`src/rtl/cfg_port_pkg.sv`:
```
// Package: shared types for the host byte loader port.
// Assumes nothing beyond IEEE 1800-2017 packed types.
package cfg_port_pkg;

    // Phases of the loader, in the order they occur after reset.
    typedef enum logic [1:0] {
        PH_CLEAR = 2'd0,
        PH_WAIT  = 2'd1,
        PH_LOAD  = 2'd2,
        PH_USER  = 2'd3
    } cfg_phase_e;

    // Status word placed on the top bits of the host bus during a read.
    typedef struct packed {
        logic       ready;
        logic       overrun;
        logic       loaded;
        logic [1:0] mode_lo;
    } cfg_status_t;

    localparam int STATUS_W = $bits(cfg_status_t);

endpackage

```
`src/rtl/cfg_sync.sv`:
```
// Module: multi-stage synchronizer for a vector of asynchronous inputs.
// Assumes each bit is independent; the reset value is the idle level of each bit.
module cfg_sync #(
    parameter int             W       = 1,
    parameter int             STAGES  = 2,
    parameter logic [W-1:0]   RST_VAL = '0
) (
    input  logic         clk,
    input  logic         rst_n,
    input  logic [W-1:0] d,
    output logic [W-1:0] q
);

    logic [W-1:0] stg [STAGES];

    generate
        for (genvar s = 0; s < STAGES; s++) begin : g_stage
            if (s == 0) begin : g_first
                // Sample the raw asynchronous inputs.
                always_ff @(posedge clk) begin
                    if (!rst_n) stg[0] <= RST_VAL;
                    else        stg[0] <= d;
                end
            end else begin : g_next
                // Shift toward the synchronized output.
                always_ff @(posedge clk) begin
                    if (!rst_n) stg[s] <= RST_VAL;
                    else        stg[s] <= stg[s-1];
                end
            end
        end
    endgenerate

    assign q = stg[STAGES-1];

endmodule

```
`src/rtl/cfg_seq.sv`:
```
// Module: start-up sequencer. Holds the hold line low while clearing, waits
// for the line to rise, latches the boot mode and tracks the loading phase.
// Assumes hold_s is already synchronized and that the pad is wired-AND with
// hold_pull, so the line reads low throughout clearing.
module cfg_seq
    import cfg_port_pkg::*;
#(
    parameter int CLEAR_CYCLES = 16,
    parameter int MODE_W       = 4
) (
    input  logic              clk,
    input  logic              rst_n,
    input  logic              hold_s,
    input  logic              load_done,
    input  logic [MODE_W-1:0] boot_mode,
    output cfg_phase_e        phase,
    output logic [MODE_W-1:0] mode_q,
    output logic              hold_pull,
    output logic              flags_on
);

    localparam int CNT_W = (CLEAR_CYCLES > 1) ? $clog2(CLEAR_CYCLES) : 1;
    localparam logic [CNT_W-1:0] CNT_LAST = CNT_W'(CLEAR_CYCLES - 1);

    logic [CNT_W-1:0] clr_cnt;

    // Phase advance and clearing timer.
    always_ff @(posedge clk) begin
        if (!rst_n) begin
            phase   <= PH_CLEAR;
            clr_cnt <= '0;
        end else begin
            unique case (phase)
                PH_CLEAR: begin
                    if (clr_cnt == CNT_LAST) phase <= PH_WAIT;
                    else                     clr_cnt <= clr_cnt + 1'b1;
                end
                PH_WAIT:  if (hold_s)    phase <= PH_LOAD;
                PH_LOAD:  if (load_done) phase <= PH_USER;
                default:  phase <= PH_USER;
            endcase
        end
    end

    // Boot-mode latch, taken once when the hold line is released.
    always_ff @(posedge clk) begin
        if (!rst_n)                        mode_q <= '0;
        else if (phase == PH_WAIT && hold_s) mode_q <= boot_mode;
    end

    assign hold_pull = (phase == PH_CLEAR);
    assign flags_on  = (phase != PH_USER);

endmodule

```
`src/rtl/cfg_host_if.sv`:
```
// Module: host strobe decoder. Decodes the select pair, finds the write edge,
// gives the write priority over the read and builds the status drive.
// Assumes all strobe inputs are synchronized; the strobes are ignored in the user phase.
module cfg_host_if
    import cfg_port_pkg::*;
#(
    parameter int DATA_W = 8
) (
    input  logic              clk,
    input  logic              rst_n,
    input  cfg_phase_e        phase,
    input  logic              sel_lo_n_s,
    input  logic              sel_hi_s,
    input  logic              wstrb_n_s,
    input  logic              rstrb_n_s,
    input  cfg_status_t       status,
    output logic              wr_pulse,
    output logic [DATA_W-1:0] bus_out,
    output logic [DATA_W-1:0] bus_oe
);

    localparam int LOW_W = DATA_W - STATUS_W;

    logic selected, live, wr_act, rd_act, wr_act_q;

    // Select decode and strobe qualification; write overrides read.
    always_comb begin
        selected = !sel_lo_n_s && sel_hi_s;
        live     = (phase != PH_USER);
        wr_act   = selected && live && !wstrb_n_s;
        rd_act   = selected && live && !rstrb_n_s && wstrb_n_s;
    end

    // Previous write level for edge detection.
    always_ff @(posedge clk) begin
        if (!rst_n) wr_act_q <= 1'b0;
        else        wr_act_q <= wr_act;
    end

    assign wr_pulse = wr_act && !wr_act_q;
    assign bus_out  = rd_act ? {status, {LOW_W{1'b0}}} : '0;
    assign bus_oe   = {{STATUS_W{rd_act}}, {LOW_W{1'b0}}};

endmodule

```
`src/rtl/cfg_byte_buf.sv`:
```
// Module: one-entry holding register between the host and the consumer,
// with overrun detection and the host ready indication.
// Assumes the host holds bus data stable while its write strobe is low.
module cfg_byte_buf
    import cfg_port_pkg::*;
#(
    parameter int DATA_W = 8
) (
    input  logic              clk,
    input  logic              rst_n,
    input  cfg_phase_e        phase,
    input  logic              wr_pulse,
    input  logic [DATA_W-1:0] din,
    input  logic              byte_ready,
    output logic [DATA_W-1:0] byte_data,
    output logic              byte_valid,
    output logic              overrun,
    output logic              host_ready
);

    // Capture, hand-off and overrun tracking.
    always_ff @(posedge clk) begin
        if (!rst_n) begin
            byte_valid <= 1'b0;
            byte_data  <= '0;
            overrun    <= 1'b0;
        end else if (phase != PH_LOAD) begin
            byte_valid <= 1'b0;
        end else if (byte_valid) begin
            if (byte_ready) byte_valid <= 1'b0;
            if (wr_pulse)   overrun    <= 1'b1;
        end else if (wr_pulse) begin
            byte_valid <= 1'b1;
            byte_data  <= din;
        end
    end

    assign host_ready = (phase == PH_LOAD) && !byte_valid;

endmodule

```
`src/rtl/cfg_byte_port.sv`:
```
// Module: top of the host byte loader port. Synchronizes host inputs,
// sequences start-up, decodes strobes and buffers one byte for the consumer.
// Assumes the pad ring merges bus_out/bus_oe with bus_in, and hold_in with hold_pull.
module cfg_byte_port
    import cfg_port_pkg::*;
#(
    parameter int DATA_W       = 8,
    parameter int MODE_W       = 4,
    parameter int CLEAR_CYCLES = 16,
    parameter int SYNC_STAGES  = 2
) (
    input  logic              clk,
    input  logic              rst_n,
    input  logic              sel_lo_n,
    input  logic              sel_hi,
    input  logic              wstrb_n,
    input  logic              rstrb_n,
    input  logic [DATA_W-1:0] bus_in,
    output logic [DATA_W-1:0] bus_out,
    output logic [DATA_W-1:0] bus_oe,
    input  logic [MODE_W-1:0] boot_mode,
    input  logic              hold_in,
    output logic              hold_pull,
    output logic              host_ready,
    output logic              flag_hi,
    output logic              flag_lo,
    output logic              flag_oe,
    output logic [DATA_W-1:0] byte_data,
    output logic              byte_valid,
    input  logic              byte_ready,
    input  logic              load_done,
    output logic [MODE_W-1:0] boot_mode_q
);

    localparam int            SYNC_W   = 5;
    localparam logic [SYNC_W-1:0] SYNC_IDLE = 5'b01101;

    cfg_phase_e        phase;
    logic [SYNC_W-1:0] sync_q;
    logic              sel_lo_n_s, sel_hi_s, wstrb_n_s, rstrb_n_s, hold_s;
    logic              wr_pulse, overrun, flags_on;
    cfg_status_t       status;

    cfg_sync #(.W(SYNC_W), .STAGES(SYNC_STAGES), .RST_VAL(SYNC_IDLE)) u_sync (
        .clk   (clk),
        .rst_n (rst_n),
        .d     ({hold_in, rstrb_n, wstrb_n, sel_hi, sel_lo_n}),
        .q     (sync_q)
    );

    assign {hold_s, rstrb_n_s, wstrb_n_s, sel_hi_s, sel_lo_n_s} = sync_q;

    cfg_seq #(.CLEAR_CYCLES(CLEAR_CYCLES), .MODE_W(MODE_W)) u_seq (
        .clk       (clk),
        .rst_n     (rst_n),
        .hold_s    (hold_s),
        .load_done (load_done),
        .boot_mode (boot_mode),
        .phase     (phase),
        .mode_q    (boot_mode_q),
        .hold_pull (hold_pull),
        .flags_on  (flags_on)
    );

    // Status word seen by the host on a read.
    always_comb begin
        status.ready   = host_ready;
        status.overrun = overrun;
        status.loaded  = (phase == PH_LOAD) || (phase == PH_USER);
        status.mode_lo = boot_mode_q[1:0];
    end

    cfg_host_if #(.DATA_W(DATA_W)) u_host (
        .clk        (clk),
        .rst_n      (rst_n),
        .phase      (phase),
        .sel_lo_n_s (sel_lo_n_s),
        .sel_hi_s   (sel_hi_s),
        .wstrb_n_s  (wstrb_n_s),
        .rstrb_n_s  (rstrb_n_s),
        .status     (status),
        .wr_pulse   (wr_pulse),
        .bus_out    (bus_out),
        .bus_oe     (bus_oe)
    );

    cfg_byte_buf #(.DATA_W(DATA_W)) u_buf (
        .clk        (clk),
        .rst_n      (rst_n),
        .phase      (phase),
        .wr_pulse   (wr_pulse),
        .din        (bus_in),
        .byte_ready (byte_ready),
        .byte_data  (byte_data),
        .byte_valid (byte_valid),
        .overrun    (overrun),
        .host_ready (host_ready)
    );

    assign flag_oe = flags_on;
    assign flag_hi = flags_on;
    assign flag_lo = !flags_on;

endmodule

```
`config.mk`:
```
export PLATFORM = sky130hd
export DESIGN_NAME = cfg_byte_port
export DESIGN_NICKNAME = d
export VERILOG_FILES = /design/src/rtl/cfg_port_pkg.sv /design/src/rtl/cfg_sync.sv /design/src/rtl/cfg_seq.sv /design/src/rtl/cfg_host_if.sv /design/src/rtl/cfg_byte_buf.sv /design/src/rtl/cfg_byte_port.sv
export SDC_FILE = /design/constraint.sdc
export NUM_CORES = 1
export LEC_CHECK = 0
export BUFFER_PORTS_ARGS = -buffer_cell sky130_fd_sc_hd__buf_4
export CORE_ASPECT_RATIO = 0.6
export CORE_MARGIN = 10
export CORE_UTILIZATION = 46
export CTS_CLUSTER_DIAMETER = 60
export DETAILED_ROUTE_END_ITERATION = 10
export HOLD_SLACK_MARGIN = 0.1
export PLACE_DENSITY = 0.86
export SLEW_MARGIN = 20
export SYNTH_ARGS = -nofsm -noshare
export SYNTH_HDL_FRONTEND = slang
export SYNTH_SLANG_ARGS = --single-unit
```
`constraint.sdc`:
```
create_clock -name clk -period 1.75 [get_ports clk]
set_input_delay 0.0875 -clock clk [delete_from_list [all_inputs] [get_ports clk]]
set_output_delay 0.0875 -clock clk [all_outputs]
set_load 0.005 [all_outputs]
```
After elaboration in Yosys (flattened, before gate mapping)
Memory sizes are Yosys's and may differ from the RTL's.
Cells that the tools add are included.
{"block": "op_classes", "n_addsub": 1, "n_mux": 12, "bitwise": 6, "eq_ne": 9, "n_reduce_logical": 21}
{"cell": "two-way mux 5 bit", "count": 2}
{"cell": "AND reduction 3 bit", "count": 3}
{"cell": "logical AND 1 bit", "count": 8}
{"cell": "two-way mux 8 bit", "count": 1}
{"cell": "inequality test 2 bit (second input constant)", "count": 4}
{"cell": "zero test 1 bit", "count": 6}
{"cell": "two-way mux 2 bit", "count": 3}
{"cell": "case mux 2 bit (3 select lines)", "count": 1}
{"cell": "two-way mux 1 bit", "count": 5}
{"cell": "adder 4 x 1 -> 4 bit (second input constant)", "count": 1}
{"cell": "equality test 2 bit (second input constant)", "count": 2}
{"cell": "equality test 4 bit (second input constant)", "count": 1}
{"cell": "inverter 1 bit", "count": 4}
{"cell": "equality test 2 x 1 -> 1 bit (second input constant)", "count": 1}
{"cell": "zero test 2 bit", "count": 1}
{"cell": "inequality test 2 x 1 -> 1 bit (second input constant)", "count": 1}
{"cell": "OR 1 bit", "count": 2}
{"cell": "AND reduction 2 bit", "count": 1}
{"cell": "OR reduction 2 bit", "count": 1}
{"cell": "logical OR 1 bit", "count": 1}
{"block": "totals", "ram_bits": 10, "register_bits": 21, "memories": 1, "output_inout_bits": 34, "input_bits": 21}
{"memory": "u_sync.stg", "words": 2, "word_bits": 5, "rd": 2, "rd_clocked_by_memory_dff": 0, "wr": 2, "line_no": "cfg_sync.sv:14", "rtl": "logic [W-1:0] stg [STAGES];"}

Longest topological paths before layout
Gate-level depths: netlist of the first run.
An unclocked memory read counts as a cell.
{"block": "depth", "ltp_word": 8, "ltp_mapped": 4}

Hierarchy
From an unflattened synthesis of the first run, not the netlist that was laid out.
{"block": "unflattened", "cells_unflattened": 139, "hier_area_um2": 1391.3}
{"module": "cfg_byte_buf", "cells_each": 44, "area_each_um2": 417.9, "seq_area_each_um2": 200.2, "n_inst": 1}
{"module": "cfg_seq", "cells_each": 41, "area_each_um2": 416.6, "seq_area_each_um2": 200.2, "n_inst": 1}
{"module": "cfg_host_if", "cells_each": 31, "area_each_um2": 279.0, "seq_area_each_um2": 20.0, "n_inst": 1}
{"module": "cfg_sync", "cells_each": 20, "area_each_um2": 262.8, "seq_area_each_um2": 200.2, "n_inst": 1}
{"module": "cfg_byte_port", "cells_each": 3, "area_each_um2": 15.0, "seq_area_each_um2": 0.0, "n_inst": 1}

Worst setup path after synthesis of the first run
Ideal clock, no wire load.
{"block": "synth_path", "kind": "register to register", "startpoint": "register u_host.wr_act_q", "endpoint": "register u_buf.byte_data[0]", "path_slack_ns": 0.291, "arrival_ns": 1.387, "n_path_buf": 0, "stages_incl_launch_ff": 4, "required_time_ns": 1.678, "cell_sequence": "dfxtp_1 -> or4b_4 -> nor3_4 -> mux2i_1"}
{"block": "synth_via", "elab_chain_cells": 3}
{"element": "start: declaration", "line_no": "cfg_host_if.sv:24", "rtl": "logic selected, live, wr_act, rd_act, wr_act_q;"}
{"element": "start signal: assignment", "line_no": "cfg_host_if.sv:37", "rtl": "else wr_act_q <= wr_act;"}
{"element": "zero test 1 bit", "line_no": "cfg_host_if.sv:40", "rtl": "assign wr_pulse = wr_act && !wr_act_q;"}
{"element": "logical AND 1 bit", "line_no": "cfg_host_if.sv:40"}
{"element": "AND reduction 3 bit (no line)"}
{"element": "end signal: assignment", "line_no": "cfg_byte_buf.sv:34", "rtl": "byte_data <= din;"}
{"element": "end: declaration", "line_no": "cfg_byte_buf.sv:15", "rtl": "output logic [DATA_W-1:0] byte_data,"}
No other way between the ends.
A chain may end at the register's enable or synchronous reset.

Worst setup path after layout of the first run
Ends and elaborated chain as after synthesis.

==> flow_summary.yaml, run 1 <==
status:
  status: "finished, final reports clean"
synth:
  syn-mean-instance-area_um2: 9.68
  yosysWarningCount: 0
  ys_ff_latch: 31
  synth_area_mm2: 0.00127
  synth_cell_types: 28
  synth_seq_area_share_pct: 48.9
  synthCells: 131
timing:
  period_needed_ns: 1.68
  setup_viol: 0
  final.setup.tns_ns: 0
  slew_headroom_pct: 63.9
  tightest_slew_ns: 0.540
  fmax_mhz: 594
  min_period_over_period_pct: 96.2
  report.final.slew_viol_count: 0
  finalHoldViolations: 0
  clock_skew_ns: 0.00256
  rsz0062_at_grt: "no"
  fin_hold_ws_ns: 0.105
floorplanning:
  fp-row-count: 14
  core_mm2: 0.00257
  start_util_pct: 49.3
  die_x_um: 87.8
  fp.dieH_um: 60.7
  dieArea_mm2: 0.00533
  ioPinCount: 55
global_routing:
  grt_antenna_before_repair: 0
  grt_max_degree: 31
  grt_usage_pct: 13.4
  grt_pass1_wl_um: 5570
  grt_pass1_vias: 1135
  grt_overflow: 0
route:
  vias: 1056
  ant_nets: 0
  wire_per_inst_um: 15.0
  remaining_drc_errors: 0
  drtIter0Drc: 58
  drtPass1Iterations: 4
  detail_route.vias_per_cell: 4.71
  drt-total-wl_um: 3350
layout:
  final_common_cell: "buf_4"
  area_growth_pct: 43.9
  fin_area_mm2: 0.00183
  layout_common_cells: "buf_4 (49), dfxtp_1 (31), nand2_1 (19)"
  drive_gt1_share_pct: 31.3
  antenna_cells: 0
  nNetsFinal: 214
worst_setup_path:
  r2r_start: "u_host.wr_act_q"
  required_ns: 1.94
  endpoint_kind: "register"
  arrival_ns: 1.87
  cp_max_fo: 8
  r2r_cells: 3
  worstSetupPathType: "reg -> reg"
  crit_start: "u_host.wr_act_q"
  r2r-end: "u_buf.byte_data[0]"
  reg2reg_slack_ns: 0.07
  critPathLaunchType: "register"
cts:
  path_clk_slew_ns: 0.06
  clock_sinks: 31
  post_cts_resized: 0
  cts_tree: "built"
  cts_made_buffers: 5
  clk_latency_ns: 0.27
  clk_path_buf_depth: 2
  cts_max_level: 2
  cts_root_buf: "clkbuf_8"
worst_hold_path:
  min_to: "u_buf.byte_valid"
  hp-class: "in -> reg"
  whs_path_depth: 3
  worstHoldStart: "byte_ready"
place:
  io_buffers: 48
  globalplace.congestion: 0.738
  dpl_cell_area_mm2: 0.00158
  hpwl_um: 2490
run:
  maxCapViolCount: 0
power:
  leakagePower_nw: 0.842
  power_mw: 1.39
  power_density_mw_per_mm2: 760
  max-vdd-ir-drop_mv: 0.423
-- area by class of cell --
cell class              instances  area [um2]
fillers                       187         749
flip-flops and latches         31         621
multi-input cells              86         538
repair buffers                 65         528
clock buffers                   6        82.6
well taps                      32        40.0
inverters                       3        11.3
clock inverters                 1        5.00
-- what timing repair did --
item                                   in CTS  in global routing
hold buffers                               16                  0
endpoints found under the hold margin      16                  0
setup buffers                               0                  0
-- cell usage after synthesis --
master | instances | area share [%]
mux2_2 | 1 | 0.89
nand3_1 | 1 | 0.39
and2_1 | 9 | 4.4
or4b_4 | 1 | 1.1
dfxtp_1 | 31 | 49
inv_1 | 3 | 0.89
a311oi_1 | 2 | 1.4
nand2_1 | 19 | 5.6
buf_4 | 13 | 7.7
nor3_1 | 5 | 2.0
ha_1 | 1 | 0.99
mux2i_1 | 12 | 9.5
or2b_4 | 1 | 0.89
buf_6 | 1 | 0.89
nor3_4 | 1 | 1.3
o21a_1 | 1 | 0.59
nor2b_1 | 2 | 0.99
and3_1 | 1 | 0.49
buf_2 | 1 | 0.39
a21oi_1 | 3 | 1.2
nand3b_1 | 1 | 0.59
xnor2_1 | 1 | 0.69
and4b_1 | 2 | 1.6
nand2b_1 | 6 | 3.0
o21ai_1 | 2 | 0.79
clkbuf_1 | 1 | 0.30
nor2_1 | 8 | 2.4
conb_1 | 1 | 0.30
-- cell families (layout without fill, tap and decap cells) --
kind of cell | after synthesis | in the layout | synth area share, %
and+or+nand+nor | 57 | 57 | 24.7
DFF | 31 | 31 | 48.9
buffers and inverters | 19 | 75 | 10.2
muxes | 13 | 13 | 10.4
AOI/OAI and AO/OA | 8 | 8 | 3.94
adders and majority gates | 1 | 1 | 0.986
other | 1 | 6 | 0.296
xor gates and xnor gates | 1 | 1 | 0.690
-- stage by stage --
stage               std cells  util [%]  setup slack (ns)
floorplan                 136         -             0.291
global placement          201      61.3             0.223
detailed placement        201      61.3            0.0854
CTS                       224      70.9            0.0733
global route              224      70.9            0.0301
finish                    224      70.9            0.0673
-- routing by layer --
| metal | up-vias | part of all wire [%] | track usage, % |
|---|---|---|---|
| li1 | 530 | - | - |
| met1 | 481 | 41 | 14.6 |
| met2 | 40 | 48 | 23.1 |
| met3 | 5 | 10 | 6.82 |
| met4 | 0 | 0.57 | 3.39 |
| met5 | - | 0 | 0 |
-- flip-flops by register name (all words and copies together), names as in the netlist --
| name | flops |
|---|---|
| u_buf.overrun | 1 |
| u_seq.clr_cnt | 4 |
| u_host.wr_act_q | 1 |
| u_seq.phase | 2 |
| u_sync.stg | 10 |
| u_seq.mode_q | 4 |
| u_buf.byte_valid | 1 |
| u_buf.byte_data | 8 |
-- worst max path at each step --
stage / end / slack (ns) / cells after the start
floorplan: u_buf.byte_data[0] / 0.29 / 3
global placement: u_buf.byte_data[0] / 0.22 / 3
detailed placement: u_buf.byte_data[0] / 0.09 / 3
CTS: u_buf.byte_data[0] / 0.07 / 3
global route: u_buf.byte_data[0] / 0.03 / 3
finish: u_buf.byte_data[0] / 0.07 / 3
-- report_power, final --
| group | total (mW) | switching (mW) | internal (mW) |
|---|---|---|---|
| Clock | 0.550 | 0.243 | 0.308 |
| Sequential | 0.732 | 0.00897 | 0.723 |
| Combinational | 0.106 | 0.0395 | 0.0661 |
| Total | 1.39 | 0.291 | 1.10 |
-- worst max-delay path, cell delays in order (launching register included) --
cell	delay (ns)
dfxtp_1	0.30
or4b_4	0.56
nor3_4	0.44
mux2i_1	0.29
(Power assumes the default switching activity.)
==> inputs of run 2 (changes only) <==
--- a/config.mk
+++ b/config.mk
@@ -5,14 +5,14 @@
 export SDC_FILE = /design/constraint.sdc
 export NUM_CORES = 1
 export LEC_CHECK = 0
-export BUFFER_PORTS_ARGS = -buffer_cell sky130_fd_sc_hd__buf_4
 export CORE_ASPECT_RATIO = 0.6
 export CORE_MARGIN = 10
-export CORE_UTILIZATION = 46
+export CORE_UTILIZATION = 56
 export CTS_CLUSTER_DIAMETER = 60
 export DETAILED_ROUTE_END_ITERATION = 10
+export DONT_BUFFER_PORTS = 1
 export HOLD_SLACK_MARGIN = 0.1
-export PLACE_DENSITY = 0.86
+export PLACE_DENSITY = 0.68
 export SLEW_MARGIN = 20
 export SYNTH_ARGS = -nofsm -noshare
 export SYNTH_HDL_FRONTEND = slang
==> constraint.sdc (replaced) <==
create_clock -name clk -period 1.9 [get_ports clk]
set_input_delay 0.095 -clock clk [delete_from_list [all_inputs] [get_ports clk]]
set_output_delay 0.095 -clock clk [all_outputs]
set_load 0.005 [all_outputs]
==> run 2 against run 1 <==
  * Via count is 17% lower
  * Sequential share of layout area is 6.5 points higher
  * Total power is 1.4% higher
  * Utilization hardly changed
  * Combinational power is 32% lower
  * Routed wire length is 15% lower
==> flow_summary.yaml, run 2 (synthesized netlist as in run 1, its figures left out) <==
floorplanning:
  die_x_um: 81.5
  core_mm2: 0.00216
  start_util_pct: 58.6
  fp.dieH_um: 56.9
  fp-row-count: 13
  ioPinCount: 55
  dieArea_mm2: 0.00463
timing:
  finalHoldViolations: 0
  report.final.slew_viol_count: 0
  slew_headroom_pct: 39.5
  rsz0062_at_grt: "no"
  period_needed_ns: 1.67
  final.setup.tns_ns: 0
  min_period_over_period_pct: 88.0
  tightest_slew_ns: 0.904
  worst_slack_ns: 0.228
  fmax_mhz: 598
  setup_viol: 0
  clock_skew_ns: 0.00605
layout:
  fin_area_mm2: 0.00153
  area_growth_pct: 20.8
  fin_util_pct: 70.9
  multiInputGateArea_um2: 538
  n_fill_cell: 157
  layout_common_cells: "dfxtp_1 (31), dlygate4sd3_1 (20), nand2_1 (19)"
  top_register: "u_sync.stg"
  nNetsFinal: 170
  final_common_cell: "dfxtp_1"
  reg_top3: "u_sync.stg: 10 flops, u_buf.byte_data: 8 flops"
  drive_gt1_share_pct: 8.72
  antenna_cells: 0
  final-seq-area_um2: 621
  largest_reg_flops: 10
global_routing:
  grt_pass1_vias: 902
  grt_max_degree: 30
  grt_usage_pct: 13.0
  grt_antenna_before_repair: 0
  grt_pass1_wl_um: 4530
  grt_overflow: 0
worst_setup_path:
  reg2reg_slack_ns: 0.29
  r2r-end: "u_buf.byte_data[3]"
  worstSetupPathType: "reg -> out"
  r2r_start: "u_sync.stg[1][0]"
  crit_path_top_delay_cell: "and4b_1"
  r2r_cells: 3
  cp_slowest_stage_delay_ns: 0.49
  critPathLaunchType: "register"
  arrival_ns: 1.58
  endpoint_kind: "output port"
  required_ns: 1.80
  crit_chain: "nand2_1 > and4b_1 > and2_1"
  cp_max_fo: 10
cts:
  clock_sinks: 31
  cts_root_buf: "clkbuf_8"
  clk_path_buf_depth: 2
  clk_latency_ns: 0.28
  path_clk_slew_ns: 0.07
  cts_hold_buf: 20
  cts_made_buffers: 5
  cts_tree: "built"
  post_cts_resized: 0
  post_cts.repair.setup_buffers: 0
  cts_max_level: 2
worst_hold_path:
  min_to: "u_seq.mode_q[1]"
  worstHoldStart: "rst_n"
  hp-class: "in -> reg"
  whs_path_depth: 2
status:
  status: "finished, final reports clean"
place:
  globalplace.congestion: 0.794
  io_buffers: 0
  dp_slack_ns: 0.318
  hpwl_um: 1880
  dpl_cell_area_mm2: 0.00121
run:
  maxCapViolCount: 0
route:
  vias: 880
  drtPass1Iterations: 4
  drt-total-wl_um: 2840
  remaining_drc_errors: 0
  detail_route.vias_per_cell: 4.92
  drtIter0Drc: 96
  ant_nets: 0
  wire_per_inst_um: 15.8
power:
  power_mw: 1.41
  leakagePower_nw: 0.628
  max-vdd-ir-drop_mv: 0.744
  power_density_mw_per_mm2: 918
-- run 2: per-stage QoR --
step	std cells	hold slack, ns
after detailed placement	151	0.175
after floorplan	136	0.196
after CTS	179	0.111
final	179	0.117
after global routing	179	0.153
after global placement	151	0.173
-- run 2: cell type report --
class                      count  area share, %
multi-input combinational     86           35.1
sequential                    31           40.5
inverter                       3          0.735
timing repair buffer          21           13.6
clock inverter                 2           2.29
tap                           30           2.45
clock buffer                   6           5.39
-- run 2: worst max-delay path by stage --
| stage | startpoint | endpoint | slack [ns] | cells past startpoint |
|---|---|---|---|---|
| 4_1_cts | u_seq.phase[1] | bus_out[4] | 0.22 | 3 |
| 6_report | u_seq.phase[1] | bus_out[4] | 0.23 | 3 |
| 3_5_place_dp | u_sync.stg[1][0] | u_buf.byte_data[1] | 0.32 | 3 |
| 2_1_floorplan | u_host.wr_act_q | u_buf.byte_data[0] | 0.44 | 3 |
| 3_3_place_gp | u_host.wr_act_q | u_buf.byte_data[5] | 0.37 | 3 |
| 5_1_grt | u_seq.phase[1] | bus_out[4] | 0.07 | 3 |
-- run 2: power breakdown --
part | internal (mW) | switching, mW | leakage (nW)
clock | 0.424 | 0.237 | 0.0612
sequential | 0.666 | 0.00804 | 0.253
combinational | 0.0415 | 0.0311 | 0.314
-- run 2: layer usage --
metal / global-route usage (%) / up-vias / wire length [um]
met5: 0 / - / 0
met2: 18.7 / 31 / 1300
li1: - / 447 / -
met3: 6.03 / 4 / 289
met1: 15.6 / 398 / 1200
met4: 6.63 / 0 / 47
-- run 2: critical path, delay by kind of cell, from the launching register on --
family	cells	cell delay, ns
flip-flops	1	0.37
AND/OR/NAND/NOR	3	0.92
